## config.mk

```make
export PLATFORM = sky130hd
export DESIGN_NAME = prog_entry_ctrl
export DESIGN_NICKNAME = d
export VERILOG_FILES = /design/src/rtl/prog_entry_pkg.sv /design/src/rtl/pe_ms_timer.sv /design/src/rtl/pe_frame_shifter.sv /design/src/rtl/prog_entry_ctrl.sv
export SDC_FILE = /design/constraint.sdc
export NUM_CORES = 1
export LEC_CHECK = 0
export BUFFER_PORTS_ARGS = -buffer_cell sky130_fd_sc_hd__buf_2
export CORE_MARGIN = 5
export CORE_UTILIZATION = 63
export DETAILED_ROUTE_END_ITERATION = 8
export PLACE_DENSITY = 0.81
export SETUP_SLACK_MARGIN = 0.5
export SLEW_MARGIN = 20
export SYNTH_ARGS = -nofsm -noshare
export SYNTH_HDL_FRONTEND = slang
export SYNTH_HIERARCHICAL = 1
export SYNTH_SLANG_ARGS = --single-unit
```

## constraint.sdc

```tcl
create_clock -name clk -period 2.4 [get_ports clk]
set_input_delay 0.12 -clock clk [delete_from_list [all_inputs] [get_ports clk]]
set_output_delay 0.12 -clock clk [all_outputs]
set_load 0.01 [all_outputs]
```

## src/rtl/prog_entry_pkg.sv

```systemverilog
package prog_entry_pkg;

   localparam int FRAME_BYTES = 4;
   localparam int FRAME_BITS  = FRAME_BYTES * 8;
   // byte slot (0 = first on the wire) whose returned value carries the echo
   localparam int ECHO_SLOT   = 2;
   localparam int ECHO_LSB    = (FRAME_BYTES - 1 - ECHO_SLOT) * 8;

   typedef enum logic [2:0] {
      ST_IDLE,
      ST_PULSE,
      ST_WAIT,
      ST_SEND,
      ST_ENTERED,
      ST_FAILED
   } pe_state_e;

   function automatic logic [FRAME_BITS-1:0] build_frame(input logic [7:0] cmd,
                                                         input logic [7:0] sync);
      return {cmd, sync, {(FRAME_BITS-16){1'b0}}};
   endfunction

endpackage

```

## src/rtl/pe_ms_timer.sv

```systemverilog
module pe_ms_timer #(
   parameter int TICKS_PER_MS = 1000,
   parameter int WAIT_MS      = 20
) (
   input  logic clk,
   input  logic rst_n,
   input  logic go,
   output logic done
);
   localparam int MW = (WAIT_MS > 1) ? $clog2(WAIT_MS) : 1;
   localparam logic [MW-1:0] MS_LAST = MW'(WAIT_MS - 1);

   logic          run;
   logic          tick;
   logic [MW-1:0] ms_cnt;

   if (TICKS_PER_MS < 1) begin : g_bad_ticks
      $error("pe_ms_timer: TICKS_PER_MS must be at least 1");
   end
   if (WAIT_MS < 1) begin : g_bad_wait
      $error("pe_ms_timer: WAIT_MS must be at least 1");
   end

   if (TICKS_PER_MS > 1) begin : g_prescale
      localparam int PW = $clog2(TICKS_PER_MS);
      localparam logic [PW-1:0] PRE_LAST = PW'(TICKS_PER_MS - 1);
      logic [PW-1:0] pre_cnt;

      always_ff @(posedge clk) begin
         if (!rst_n || go) begin
            pre_cnt <= '0;
         end else if (run) begin
            pre_cnt <= (pre_cnt == PRE_LAST) ? '0 : pre_cnt + 1'b1;
         end
      end
      assign tick = run && (pre_cnt == PRE_LAST);
   end else begin : g_direct
      assign tick = run;
   end

   always_ff @(posedge clk) begin
      if (!rst_n) begin
         run    <= 1'b0;
         ms_cnt <= '0;
         done   <= 1'b0;
      end else begin
         done <= 1'b0;
         if (go) begin
            run    <= 1'b1;
            ms_cnt <= '0;
         end else if (tick) begin
            if (ms_cnt == MS_LAST) begin
               run    <= 1'b0;
               ms_cnt <= '0;
               done   <= 1'b1;
            end else begin
               ms_cnt <= ms_cnt + 1'b1;
            end
         end
      end
   end

   // done may only follow a cycle in which the timer was counting
   assert_done_after_run_R3: assert property (@(posedge clk) disable iff (!rst_n)
      done |-> $past(run));

endmodule

```

## src/rtl/pe_frame_shifter.sv

```systemverilog
module pe_frame_shifter
   import prog_entry_pkg::*;
#(
   parameter int SCK_HALF = 4
) (
   input  logic                  clk,
   input  logic                  rst_n,
   input  logic                  go,
   input  logic [FRAME_BITS-1:0] frame_in,
   input  logic                  miso,
   output logic                  sck,
   output logic                  mosi,
   output logic [FRAME_BITS-1:0] rx_frame,
   output logic                  done,
   output logic                  active
);
   localparam int BW = $clog2(FRAME_BITS);
   localparam int HW = $clog2(SCK_HALF + 1);
   localparam logic [HW-1:0] HALF_LAST = HW'(SCK_HALF - 1);
   localparam logic [BW-1:0] BIT_LAST  = BW'(FRAME_BITS - 1);

   logic [FRAME_BITS-1:0] tx_q;
   logic [BW-1:0]         bit_idx;
   logic [HW-1:0]         half_cnt;

   if (SCK_HALF < 2) begin : g_bad_half
      $error("pe_frame_shifter: SCK_HALF must be at least 2");
   end

   assign mosi = tx_q[FRAME_BITS-1];

   always_ff @(posedge clk) begin
      if (!rst_n) begin
         tx_q     <= '0;
         rx_frame <= '0;
         bit_idx  <= '0;
         half_cnt <= '0;
         sck      <= 1'b0;
         active   <= 1'b0;
         done     <= 1'b0;
      end else begin
         done <= 1'b0;
         if (go && !active) begin
            tx_q     <= frame_in;
            bit_idx  <= '0;
            half_cnt <= '0;
            sck      <= 1'b0;
            active   <= 1'b1;
         end else if (active) begin
            if (half_cnt != HALF_LAST) begin
               half_cnt <= half_cnt + 1'b1;
            end else begin
               half_cnt <= '0;
               if (!sck) begin
                  // rising edge: the target has held miso since the last fall
                  sck      <= 1'b1;
                  rx_frame <= {rx_frame[FRAME_BITS-2:0], miso};
               end else begin
                  sck <= 1'b0;
                  if (bit_idx == BIT_LAST) begin
                     active <= 1'b0;
                     done   <= 1'b1;
                  end else begin
                     bit_idx <= bit_idx + 1'b1;
                     tx_q    <= {tx_q[FRAME_BITS-2:0], 1'b0};
                  end
               end
            end
         end
      end
   end

   // data toward the target never moves during a high phase
   assert_mosi_steady_high_R4: assert property (@(posedge clk) disable iff (!rst_n)
      sck |-> $stable(mosi));

   // the clock only runs inside a frame
   assert_sck_inside_frame_R6: assert property (@(posedge clk) disable iff (!rst_n)
      $rose(sck) |-> active);

endmodule

```

## src/rtl/prog_entry_ctrl.sv

```systemverilog
module prog_entry_ctrl
   import prog_entry_pkg::*;
#(
   parameter int          TICKS_PER_MS = 1000,
   parameter int          WAIT_MS      = 20,
   parameter int          RST_PULSE    = 4,
   parameter int          TGT_CYC      = 1,
   parameter int          SCK_HALF     = 4,
   parameter int          MAX_RETRY    = 8,
   parameter logic [7:0]  CMD_BYTE     = 8'hAC,
   parameter logic [7:0]  SYNC_BYTE    = 8'h53
) (
   input  logic                           clk,
   input  logic                           rst_n,
   input  logic                           start,
   input  logic                           miso,
   output logic                           sck,
   output logic                           mosi,
   output logic                           tgt_reset,
   output logic                           busy,
   output logic                           entered,
   output logic                           failed,
   output logic [$clog2(MAX_RETRY+1)-1:0] retries
);
   localparam int RW = $clog2(MAX_RETRY + 1);
   localparam int CW = (RST_PULSE > 1) ? $clog2(RST_PULSE) : 1;
   localparam logic [CW-1:0] PULSE_LAST = CW'(RST_PULSE - 1);
   localparam logic [RW-1:0] RETRY_MAX  = RW'(MAX_RETRY);
   localparam logic [FRAME_BITS-1:0] ENABLE_FRAME = build_frame(CMD_BYTE, SYNC_BYTE);

   if (SCK_HALF <= 2 * TGT_CYC) begin : g_bad_sck
      $error("prog_entry_ctrl: SCK period must exceed four target clock cycles");
   end
   if (RST_PULSE < 2 * TGT_CYC) begin : g_bad_pulse
      $error("prog_entry_ctrl: reset pulse shorter than two target clock cycles");
   end
   if (MAX_RETRY < 1) begin : g_bad_retry
      $error("prog_entry_ctrl: MAX_RETRY must be at least 1");
   end

   pe_state_e              state;
   logic [CW-1:0]          pulse_cnt;
   logic                   wait_go;
   logic                   wait_done;
   logic                   shift_go;
   logic                   frame_done;
   logic                   shift_active;
   logic [FRAME_BITS-1:0]  rx_frame;
   logic                   echo_ok;

   assign wait_go  = (state == ST_PULSE) && (pulse_cnt == PULSE_LAST);
   assign shift_go = (state == ST_WAIT) && wait_done;
   assign echo_ok  = (rx_frame[ECHO_LSB +: 8] == SYNC_BYTE);

   pe_ms_timer #(
      .TICKS_PER_MS (TICKS_PER_MS),
      .WAIT_MS      (WAIT_MS)
   ) u_wait (
      .clk   (clk),
      .rst_n (rst_n),
      .go    (wait_go),
      .done  (wait_done)
   );

   pe_frame_shifter #(
      .SCK_HALF (SCK_HALF)
   ) u_shift (
      .clk      (clk),
      .rst_n    (rst_n),
      .go       (shift_go),
      .frame_in (ENABLE_FRAME),
      .miso     (miso),
      .sck      (sck),
      .mosi     (mosi),
      .rx_frame (rx_frame),
      .done     (frame_done),
      .active   (shift_active)
   );

   always_ff @(posedge clk) begin
      if (!rst_n) begin
         state     <= ST_IDLE;
         pulse_cnt <= '0;
         retries   <= '0;
      end else begin
         unique case (state)
            ST_IDLE, ST_ENTERED, ST_FAILED: begin
               if (start) begin
                  state     <= ST_PULSE;
                  pulse_cnt <= '0;
                  retries   <= '0;
               end
            end
            ST_PULSE: begin
               if (pulse_cnt == PULSE_LAST) begin
                  state     <= ST_WAIT;
                  pulse_cnt <= '0;
               end else begin
                  pulse_cnt <= pulse_cnt + 1'b1;
               end
            end
            ST_WAIT: begin
               if (wait_done) state <= ST_SEND;
            end
            ST_SEND: begin
               if (frame_done) begin
                  if (echo_ok) begin
                     state <= ST_ENTERED;
                  end else if (retries == RETRY_MAX) begin
                     state <= ST_FAILED;
                  end else begin
                     retries   <= retries + 1'b1;
                     pulse_cnt <= '0;
                     state     <= ST_PULSE;
                  end
               end
            end
            default: state <= ST_IDLE;
         endcase
      end
   end

   assign tgt_reset = (state == ST_PULSE);
   assign busy      = (state == ST_PULSE) || (state == ST_WAIT) || (state == ST_SEND);
   assign entered   = (state == ST_ENTERED);
   assign failed    = (state == ST_FAILED);

   assert_sck_low_in_pulse_R2: assert property (@(posedge clk) disable iff (!rst_n)
      tgt_reset |-> !sck);

   assert_flags_exclusive_R7: assert property (@(posedge clk) disable iff (!rst_n)
      !(entered && failed));

   assert_retry_bound_R8: assert property (@(posedge clk) disable iff (!rst_n)
      retries <= RETRY_MAX);

   assert_fail_at_limit_R8: assert property (@(posedge clk) disable iff (!rst_n)
      $rose(failed) |-> (retries == RETRY_MAX) && $past(frame_done));

   assert_entry_after_frame_R7: assert property (@(posedge clk) disable iff (!rst_n)
      $rose(entered) |-> $past(frame_done));

   assert_quiet_when_done_R9: assert property (@(posedge clk) disable iff (!rst_n)
      !busy |-> !sck && !shift_active);

endmodule

```

**Yosys cells after proc, flatten, opt, wreduce, memory -nomap -nowiden**

Cells that the tools add are included.

- Register bits after elaboration: 69
- Input bits: 4
- Word-level logic and storage cells: 114

- Add/sub/neg operators: 6
- Equal/unequal tests: 20
- Multiplexer cells: 37
- Bitwise logic cells: 7
- Reductions and logical operators: 29

Operators with widths:

| kind | count |
|---|---|
| $mux W32 | 5 |
| $mux W3 | 7 |
| $mux W4 | 4 |
| $reduce_and A4 Y1 | 4 |
| $pmux W3 S4 | 1 |
| $mux W1 | 11 |
| $add A10 B1 Y10 const B | 1 |
| $add A5 B1 Y5 const B | 2 |
| $eq A10 B10 Y1 const B | 1 |
| $eq A5 B5 Y1 const B | 2 |
| $mux W10 | 1 |
| $mux W2 | 5 |
| $ne A2 B1 Y1 const B | 5 |
| $reduce_and A5 Y1 | 2 |
| $reduce_bool A2 Y1 | 5 |
| $eq A8 B7 Y1 const B | 1 |
| $pmux W4 S2 | 1 |
| $not A1 Y1 | 7 |
| $eq A3 B2 Y1 const B | 2 |
| $eq A3 B3 Y1 const B | 2 |
| $ne A2 B2 Y1 const B | 3 |
| $pmux W2 S3 | 1 |
| $reduce_or A3 Y1 | 2 |
| $mux W5 | 1 |
| 15 further kinds | 23 |

**Logic depth before layout (Yosys ltp)**

- Depth in word-level cells: 6
- Depth in mapped cells: 8
- Depth with buffers taken out: 6

**Cells and area by module**

The synthesis kept the hierarchy.

By module, submodules not included:

| module | times used | cells an instance | area each (um2) | sequential area each (um2) |
|---|---|---|---|---|
| pe_frame_shifter | 1 | 383 | 3205.6 | 1501.4 |
| pe_ms_timer | 1 | 86 | 793.3 | 340.3 |
| prog_entry_ctrl | 1 | 81 | 718.2 | 180.2 |

**Worst setup path after synthesis**

No wires, ideal clock.

- Path type: register -> register
- Start: register state[1]
- End: register u_shift.tx_q[17]
- Library setup time: 0.086 ns
- Arrival: 1.666 ns
- Data required time: 2.314 ns
- Slack: 0.649 ns
- Cell stages (with the launch flop): 9
- Buffers on the path: 4
- Period minus slack after synthesis: 1.751 ns
- Path through: dfxtp_1 buf_6 clkbuf_1 nor3b_1 nor2b_1 buf_2 buf_2 nor4_1 a211oi_1

- Word-level cells in the longest chain between the ends: 5
- Elaborated cells between the ends (all ways): 9
- Those cells by class: 3 x eq/ne; 1 x mux; 5 x reduce/logical

Ends and longest elaborated chain:

| element | line | RTL |
|---|---|---|
| from (decl) | prog_entry_ctrl.sv:41 | `pe_state_e state;` |
| from (signal assigned) | prog_entry_ctrl.sv:82 | `state <= ST_IDLE;` |
| from (signal assigned) | prog_entry_ctrl.sv:89 | `state <= ST_PULSE;` |
| from (signal assigned) | prog_entry_ctrl.sv:96 | `state <= ST_WAIT;` |
| $eq A3 B2 Y1 (*) | prog_entry_ctrl.sv:52 | `assign shift_go = (state == ST_WAIT) && wait_done;` |
| $logic_and A1 B1 Y1 (*) | prog_entry_ctrl.sv:52 |  |
| named net shift_go | prog_entry_ctrl.sv:45 | `logic shift_go;` |
| $logic_and A1 B1 Y1 (*) | pe_frame_shifter.sv:43 | `if (go && !active) begin` |
| $ne A2 B1 Y1 (no line) / $reduce_bool A2 Y1 (equally long branches) | n/a |  |
| $reduce_and A4 Y1 (no line) | n/a |  |
| to (signal assigned) | pe_frame_shifter.sv:44 | `tx_q <= frame_in;` |
| to (signal assigned) | pe_frame_shifter.sv:65 | `tx_q <= {tx_q[FRAME_BITS-2:0], 1'b0};` |
| to (decl) | pe_frame_shifter.sv:22 | `logic [FRAME_BITS-1:0] tx_q;` |

The timed path passes the listed nets; every way through them passes the cells marked *.
A chain may end at the register's enable or synchronous reset.

**Worst setup path after layout**

- Start: register u_wait.g_prescale.pre_cnt[0]
- End: register u_wait.ms_cnt[0]

- Word-level cells in the longest chain between the ends: 2

Ends and longest elaborated chain:

| element | line | RTL |
|---|---|---|
| from (decl) | pe_ms_timer.sv:27 | `logic [PW-1:0] pre_cnt;` |
| from (signal assigned) | pe_ms_timer.sv:33 | `pre_cnt <= (pre_cnt == PRE_LAST) ? '0 : pre_cnt + 1'b1;` |
| $eq A10 B10 Y1 | pe_ms_timer.sv:36 | `assign tick = run && (pre_cnt == PRE_LAST);` |
| $logic_and A1 B1 Y1 | pe_ms_timer.sv:36 |  |
| to (signal assigned) | pe_ms_timer.sv:57 | `ms_cnt <= ms_cnt + 1'b1;` |
| to (decl) | pe_ms_timer.sv:15 | `logic [MW-1:0] ms_cnt;` |

Every way passes these cells.

==> metrics <==
VDD IR-drop max 0.486 mV; HPWL after detailed placement 5.09 mm; RSZ-0062 raised after global routing false; die area 0.00831 sq mm; Leak 1.68 nW; CTS Buffer Depth 2; Pwr Density 541 mW/mm^2; crit-path cells ha_1 > and4_1 > nand4_4 > or3_2 > a21oi_1; CP Max Fanout 8; YS warnings 6; Root Buffer clkbuf_8; Final Max Tran Viols 0; final worst-path cycle share 0.752; crit path launch type register; number of global-route vias before repair 3,143; slew margin rel. 0.514; Die Ht 91.2 microns; Initial Utilization 0.650; vias per cell 5.82; Worst Hold Slack 32.7 ps; drt pass-1 iters 4; status complete, no violations; cts bufs inserted 9; n_diodes 0; Setup crit end kind register; Max-cap violations 0; wire length per cell 13.5 microns; worst min-delay path category input pin to register; initial drt markers 201; Total GRT Usage 0.195; Total Negative Setup Slacks 0 ps; critical path data arrival time 2070 ps; GPL Wtd Cong 0.800; Crit-path slowest cell or3_2; slew of the pin with the lowest slew margin 725 ps; cells after synthesis 485; IO Port Bufs 13; Post-route DRC 0; CP max stage delay 480 ps; worst clock skew 6.33 ps; largest net degree at the start of global routing 63; Synth-to-Final Area Change 7.17%; Synth Area per Inst 8.56 sq um; Die W 91.2 microns; row count 29; achievable clock frequency 554 MHz; I/O pins 14; CTS tree done; clk sinks 85; final setup violation count 0; final net count 517; final hold viol count 0; CP required 2660 ps; cell area after synthesis 0.00415 sq mm; Final min period 1810 ps; Worst-Skew Late Latency 340 ps; share of cells above drive strength 1 0.113; global route overflow 0; clk slew on worst S/H paths 70 ps; Core Box Area 0.00639 sq mm; antenna-violating nets left 0; first-pass GRT wire length 13.9 mm; H-tree levels 3; final wirelength 7.86 mm; initial antenna violation count 0; # hold bufs at CTS 0; vias 3,393; Setup Crit Path Kind register to register
-- metrics by stage --
step / utilization / area (sq um) / power, mW / cells / worst slack (ps)
2_1_floorplan: - / 4260 / 1.51 / 515 / 649
3_3_place_gp: 0.668 / 4270 / 1.53 / 570 / 600
3_5_place_dp: 0.668 / 4270 / 1.53 / 570 / 488
4_1_cts: 0.695 / 4440 / 2.43 / 583 / 545
5_1_grt: 0.697 / 4450 / 2.51 / 583 / 501
6_report: 0.697 / 4450 / 2.41 / 583 / 594
-- worst paths after layout --
| path | start | end | slack [ps] | depth (start not counted) |
|---|---|---|---|---|
| hold / removal | miso | u_shift/rx_frame[0] | 30 | 3 |
| setup reg to reg | u_wait/g_prescale.pre_cnt[0] | u_wait/ms_cnt[0] | 590 | 5 |
| setup / recovery | u_wait/g_prescale.pre_cnt[0] | u_wait/ms_cnt[0] | 590 | 5 |
| hold reg to reg | u_shift/rx_frame[0] | u_shift/rx_frame[1] | 450 | 2 |
-- registers in the layout (all words and copies together) (netlist names) --
name and flops:
u_wait/g_prescale.pre_cnt 10, u_shift/bit_idx 5, u_shift/active 1, u_wait/ms_cnt 5
u_shift/half_cnt 3, retries 4, u_shift/tx_q 32, u_shift/done 1
u_shift/rx_frame 16, u_wait/run 1, u_shift/sck 1, pulse_cnt 2
u_wait/done 1, state 3
-- layout by cell type (no fill, tap or decap), types with 3 or more instances in the layout --
cell and instances:
a211oi_1 30, a21boi_1 17, a21oi_1 17, a22o_1 4, and2_1 3, and3_1 9
and4bb_1 3, buf_2 13, buf_4 6, clkbuf_8 9, conb_1 32, dfxtp_1 84
ha_1 9, inv_1 9, mux2i_1 3, nand2_1 45, nand2b_1 4, nand3_1 10
nand3b_1 4, nand4_1 4, nor2_1 51, nor3_1 6, nor4_1 31, o21ai_0 37
o21ai_1 6, xor2_1 7
-- report_power, final --
part / total (mW) / internal [mW] / leakage, nW / switching [mW]
combinational: 0.0844 / 0.0302 / 0.903 / 0.0543
sequential: 1.41 / 1.41 / 0.685 / 0.00219
clock: 0.909 / 0.461 / 0.0878 / 0.448
total: 2.41 / 1.90 / 1.68 / 0.505
-- cell type report --
type	instances	area (sq um)
Clock buffer	10	128
Clock inverter	3	40.0
Fill cell	507	1940
Inverter	9	33.8
Multi-Input combinational cell	378	2310
Sequential cell	85	1700
Tap cell	77	96.3
Timing Repair Buffer	21	141
-- metal layers --
layer  vias up  GRT usage  routed length [microns]
met5         -          0                        0
met2        39      0.320                     3810
li1       1747          -                        -
met3         6     0.0504                      248
met4         0     0.0611                       63
met1      1601      0.252                     3740
-- worst max-delay path: cells and delay by family (launching register included) --
family	cells	cell delay, ps
and+or+nand+nor	3	950
DFF	1	360
AOI/OAI and AO/OA	1	170
adders and majority gates	1	230
-- repair_timing --
action | 4_1_cts | 5_1_grt
buffers inserted | 0 | 0
endpoints found under the setup margin | 10 | 30
resized for setup | 1 | 3
gates cloned | 0 | 0
Power figures use the tool's default switching activity.
